`config.mk`:
```
export PLATFORM = sky130hd
export DESIGN_NAME = i2c_byte_seq
export DESIGN_NICKNAME = d
export VERILOG_FILES = /design/src/rtl/i2c_byte_seq.sv
export SDC_FILE = /design/constraint.sdc
export NUM_CORES = 1
export LEC_CHECK = 0
export CAP_MARGIN = 15
export CORE_AREA = 5 5 62 64
export CTS_CLUSTER_DIAMETER = 150
export DETAILED_ROUTE_END_ITERATION = 6
export DIE_AREA = 0 0 67 69
export GPL_TIMING_DRIVEN = 0
export PLACE_DENSITY = 0.62
export SYNTH_ARGS = -nofsm -noshare
export SYNTH_HDL_FRONTEND = slang
export SYNTH_SLANG_ARGS = --single-unit
```
`constraint.sdc`:
```
create_clock -name clk -period 2.19 [get_ports clk]
set_clock_uncertainty 0.1 [all_clocks]
set_input_delay 0.438 -clock clk [delete_from_list [all_inputs] [get_ports clk]]
set_output_delay 0.438 -clock clk [all_outputs]
set_load 0.02 [all_outputs]
```
`src/rtl/i2c_byte_seq.sv`:
```
module i2c_byte_seq #(
  parameter int CW = 3
) (
  input  logic          clk,
  input  logic          rst_n,
  input  logic          en,
  input  logic          cnt_wr,
  input  logic [CW-1:0] cnt_val,
  input  logic          ack_en,
  input  logic          data_wr,
  input  logic          scl_in,
  input  logic          sda_in,
  input  logic          start,
  input  logic          stop,
  input  logic          arb_in,
  input  logic          scl_drv,
  input  logic          sda_drv,
  output logic          load_o,
  output logic          shift_o,
  output logic          rx_bit,
  output logic          scl_oe,
  output logic          sda_oe,
  output logic [CW-1:0] bit_cnt_o,
  output logic          pend_o,
  output logic          busy_o,
  output logic          arb_o
);
  localparam int MAXB = 1 << CW;
  localparam int TW   = CW + 2;

  logic          scl_q, active;
  logic [CW-1:0] fld;
  logic [TW-1:0] cnt;

  wire [TW-1:0] nbits  = TW'(MAXB) - TW'(fld);
  wire [TW-1:0] target = nbits + TW'(ack_en);
  wire          rise   = en & scl_in & ~scl_q;
  wire          go     = en & (start | data_wr);
  wire          step   = rise & active & ~go;
  wire          done   = step & ((cnt + TW'(1)) == target);

  assign shift_o   = step & (cnt < nbits);
  assign load_o    = en & data_wr;
  assign scl_oe    = en & scl_drv;
  assign sda_oe    = en & sda_drv;
  assign bit_cnt_o = fld;

  always_ff @(posedge clk or negedge rst_n)
    if (!rst_n) scl_q <= 1'b0;
    else        scl_q <= scl_in;

  always_ff @(posedge clk or negedge rst_n)
    if (!rst_n)              fld <= '0;
    else if (en && start)    fld <= '0;
    else if (cnt_wr)         fld <= cnt_val;
    else if (done)           fld <= '0;

  always_ff @(posedge clk or negedge rst_n) begin
    if (!rst_n) begin
      pend_o <= 1'b1; busy_o <= 1'b0; arb_o <= 1'b0;
      active <= 1'b0; cnt <= '0;  rx_bit <= 1'b0;
    end else if (!en) begin
      pend_o <= 1'b1; busy_o <= 1'b0; arb_o <= 1'b0;
      active <= 1'b0; cnt <= '0;
    end else begin
      if (go) begin
        cnt <= '0; active <= 1'b1;
      end else if (done) begin
        cnt <= '0; active <= 1'b0;
      end else if (step) begin
        cnt <= cnt + TW'(1);
      end
      if (load_o)    pend_o <= 1'b0;
      else if (done) pend_o <= 1'b1;
      if (start)     busy_o <= 1'b1;
      else if (stop) busy_o <= 1'b0;
      if (arb_in)    arb_o <= 1'b1;
      else if (go)   arb_o <= 1'b0;
      if (shift_o)   rx_bit <= sda_in;
    end
  end


  done_flag_chk: assert property (@(posedge clk) disable iff (!rst_n)
    done && !cnt_wr |=> pend_o && bit_cnt_o == '0);

  start_clear_chk: assert property (@(posedge clk) disable iff (!rst_n)
    en && start |=> busy_o && bit_cnt_o == '0 && cnt == '0);

  stop_free_chk: assert property (@(posedge clk) disable iff (!rst_n)
    en && stop && !start |=> !busy_o);

  arb_set_chk: assert property (@(posedge clk) disable iff (!rst_n)
    en && arb_in |=> arb_o);

  load_clear_chk: assert property (@(posedge clk) disable iff (!rst_n)
    load_o |=> !pend_o && cnt == '0);

  idle_flags_chk: assert property (@(posedge clk) disable iff (!rst_n)
    !en |=> pend_o && !busy_o && !arb_o);
endmodule

```
==> results.md <==
Global routing:
- The number of global-route vias before repair is 773.
- The total global routing overflow is 0.
- The first-pass GRT wire length is 3.65 mm.
- The largest net degree at the start of global routing is 15.
- The number of antenna violations at the first check in global routing is 0.
- The combined global-route utilization of all metal layers is 10.2%.

Routing:
- The highest signal layer in the routed design is met4.
- After detailed routing, the total wire length is 2.27 mm.
- The total routed wire length on the met1 layer is 984 um.
- The final routed DRC violation total is 0.
- The pre-antenna-repair detailed-routing pass consisted of 2 iterations.
- The DRC violation total after the first TritonRoute iteration is 25.
- In this run the remaining antenna-violating nets after routing total 0.
- The routed length on met3 is 111 um.
- After detailed routing, the average wire length per cell comes to 13.0 um.
- The detailed-route vias per instance is 4.43.
- The total via count in the routed design is 771.
- Summed over all nets, wire length on met2 after detailed routing comes to 1.15 mm.

Outcome:
- The flow ran to the end, but the final reports show violations.
- The final reports fail on negative setup slack.

Logic synthesis:
- The distinct cell type count of the synthesized netlist is 37.
- Of the post-synthesis cell area, the dominant cell type holds 35.3%.
- The number of nets in the synthesized netlist is 111.
- The main flop type after synthesis is sky130_fd_sc_hd__dfrtp_1.
- The synthesized area per cell is 10.5 um^2.
- The yosys synthesis warning count is 0.
- In the post-synthesis netlist, the biggest area contributors are sky130_fd_sc_hd__dfrtp_1 (35%), sky130_fd_sc_hd__ha_1 (9.5%), sky130_fd_sc_hd__nand2_1 (4.1%).
- The fraction of registers with async set or reset after synthesis is 100%.
- The largest total area in the synthesized netlist belongs to sky130_fd_sc_hd__dfrtp_1.
- In this run the cell area of the synthesized design comes to 922 um^2.
- The synthesized flop and latch total is 14.
- The number of instances in the synthesized netlist is 88.
- The sequential element share of the synthesized area is 38.1%.
- Counting flops with a built-in enable in the synthesized netlist gives 0.

Layout:
- The final-stage net count is 152.
- In the final layout, the share of cells above drive strength 1 is 34.4%.
- 0 antenna diodes ended up in the layout.
- The number of fill cells is 333.
- Once layout is complete, the cells apart from fillers number 174.
- The area growth from synthesis to layout is 57.9%.

STA:
- In the final timing run, aggregate negative setup slack is -1.32 ns.
- The total setup violations reported at the end of the flow is 11.
- At the pin with the least slew margin, the transition time is 0.624 ns.
- The count of endpoints failing hold in the final timing report is 0.
- The final max-slew violation count was 0.
- The clock period minus final worst setup slack is 2.58 ns.
- The achievable clock frequency is 388 MHz.
- The fraction of the cycle the final worst path needs is 118%.
- Setup repair after global routing could not meet its margin everywhere.
- Headroom to the max-slew limit came out at 58.3%.
- Once routing completed, OpenROAD measured the worst setup slack at -0.390 ns.

Clock tree:
- The clock reaches the later pin of the worst-skew pair after 0.28 ns.
- For this design, the CTS-stage hold fixing added 0 buffers.
- The clock drives 14 sinks.
- The clock transition at the registers of the reported paths is 0.09 ns.
- The depth of the CTS H-tree is 1.
- The tree is rooted in a sky130_fd_sc_hd__clkbuf_4.
- The clock tree from TritonCTS is built.
- Buffers inserted during clock tree synthesis total 3.
- The number of buffers between clock root and the deepest sink is 2.

Floorplan:
- The area of the core region is 3230 um^2.
- The y dimension of the die is 69 um.
- The full die area is 4620 um^2.
- The count of boundary I/O pins is 27.
- The floorplan row count is 21.
- For this configuration, the core starts out at a cell density of 28.5%.
- The die is 67 um wide.

Placed design:
- Summed over all nets, the half-perimeter wirelength after detailed placement is 1.63 mm.
- Routability-driven placement finished with a final weighted congestion of 0.733.
- Port buffering added 26 buffers.
- Once placement completed, the tool counted placed cells totaling 160.

Setup path:
- The classification of the worst setup path is flip-flop to output port.
- The required time at the endpoint of the critical path is 1.65 ns.
- The peak fanout along the critical path is 2.
- The worst setup path is launched from a flip-flop.
- The endpoint type of the worst setup path is an output port.
- The reg-to-reg startpoint is bit_cnt_o[0].
- The critical path starts at bit_cnt_o[0].
- Data arrives at the worst endpoint at 2.04 ns.

Min path:
- The worst hold path begins at arb_o.
- The type of the most critical hold path is flip-flop to flip-flop.

Pwr:
- VDD sags by at most 0.164 mV.
- Dividing total power by cell area gives a power density of 493 nW/um^2.
- The leakage power total is 0.624 nW.

Flow run:
- The tool flagged a number of max-cap violations equal to 0.
## stage by stage
step                      hold slack, ns  worst slack (ns)  instance area, um^2  total power (W)  util, %
final                              0.402            -0.390                 1460         0.000718     45.1
after global routing               0.423            -0.493                 1460         0.000759     45.1
after CTS                          0.408            -0.460                 1420         0.000714     43.8
after detailed placement           0.390            -0.874                 1300         0.000508     40.3
after global placement             0.390            -0.867                 1300         0.000504     40.3
after floorplan                   0.0424            -0.181                  986         0.000423        -
## layout make-up
| type | instances | area (um^2) | area share [%] |
|---|---|---|---|
| clock buffer | 4 | 36.3 | 2.49 |
| buffer | 1 | 5.00 | 0.344 |
| sequential | 14 | 354 | 24.3 |
| timing repair buffer | 36 | 333 | 22.9 |
| tap | 46 | 57.6 | 3.95 |
| multi-input combinational | 69 | 656 | 45.0 |
| inverter | 4 | 15.0 | 1.03 |
## worst max-delay path, stage by stage, from the launching register on
cell	delay (ns)
sky130_fd_sc_hd__dfrtp_2	0.42
sky130_fd_sc_hd__inv_2	0.08
sky130_fd_sc_hd__ha_4	0.20
sky130_fd_sc_hd__inv_2	0.06
sky130_fd_sc_hd__ha_4	0.19
sky130_fd_sc_hd__o21ai_2	0.05
sky130_fd_sc_hd__nand2b_1	0.07
sky130_fd_sc_hd__a21o_1	0.21
sky130_fd_sc_hd__a2111oi_4	0.30
sky130_fd_sc_hd__buf_4	0.20
## routing by layer
layer	GRT usage (%)	vias up
met5	0	-
li1	-	386
met3	2.44	2
met4	4.05	0
met2	17.1	16
met1	12.1	367
## synth_stat cells (2+ instances only)
library cell              count
sky130_fd_sc_hd__o31ai_1      3
sky130_fd_sc_hd__dfrtp_1     13
sky130_fd_sc_hd__and2_1       5
sky130_fd_sc_hd__xor2_1       4
sky130_fd_sc_hd__a21o_1       2
sky130_fd_sc_hd__o31a_1       2
sky130_fd_sc_hd__inv_1        4
sky130_fd_sc_hd__o21ai_1      2
sky130_fd_sc_hd__nor2_1       6
sky130_fd_sc_hd__xnor2_1      3
sky130_fd_sc_hd__a22o_1       2
sky130_fd_sc_hd__ha_1         7
sky130_fd_sc_hd__nand2_1     10
sky130_fd_sc_hd__o21ai_0      2
## registers in the layout, indices dropped and copies added (netlist names)
register and flops:
arb_o 1, bit_cnt_o 3, busy_o 1, pend_o 1, rx_bit 1, active 1
cnt 5, scl_q 1
## cell usage in the layout, fill, tap and decap left out, drive strengths merged, types with 2 or more instances in the layout
cell type,n
o21ai,4
ha,7
xnor2,4
xor2,5
o31ai,3
a22o,2
clkbuf,5
o31a,2
clkdlybuf4s50,22
inv,4
or3b,2
a21o,2
nor2,7
nand2,10
and2,5
dlygate4sd2,3
dfrtp,13
buf,11
nand3,2
## worst paths after layout
path                       cells after the start      endpoint  slack, ns
setup / recovery                               9       shift_o      -0.39
hold / removal                                 1         arb_o       0.40
setup reg to reg                              11  bit_cnt_o[2]      -0.24
hold reg to reg                                1         arb_o       0.40
max in group asynchronous                      1  bit_cnt_o[0]       1.10
min in group asynchronous                      1        cnt[3]       0.44
## cell families after synthesis
family	share of synthesized area, %
adders and majority gates	9.50
buffers and inverters	2.03
and+or+nand+nor	22.1
muxes	1.22
DFF	38.1
AOI/OAI and AO/OA	14.4
xor gates and xnor gates	12.6
## timing repair
item,4_1_cts,5_1_grt
pin swaps,5,4
setup endpoints to repair,15,12
buffers inserted,8,2
resized for setup,13,6
hold endpoints to repair,0,0
## report_power, final
group | switching, W | internal (W) | leakage (nW)
combinational | 0.000110 | 0.000135 | 0.425
sequential | 0.0000112 | 0.000275 | 0.178
clock | 0.0000863 | 0.000101 | 0.0210
total | 0.000207 | 0.000511 | 0.624
No activity file was read; power rests on OpenSTA's default activity.
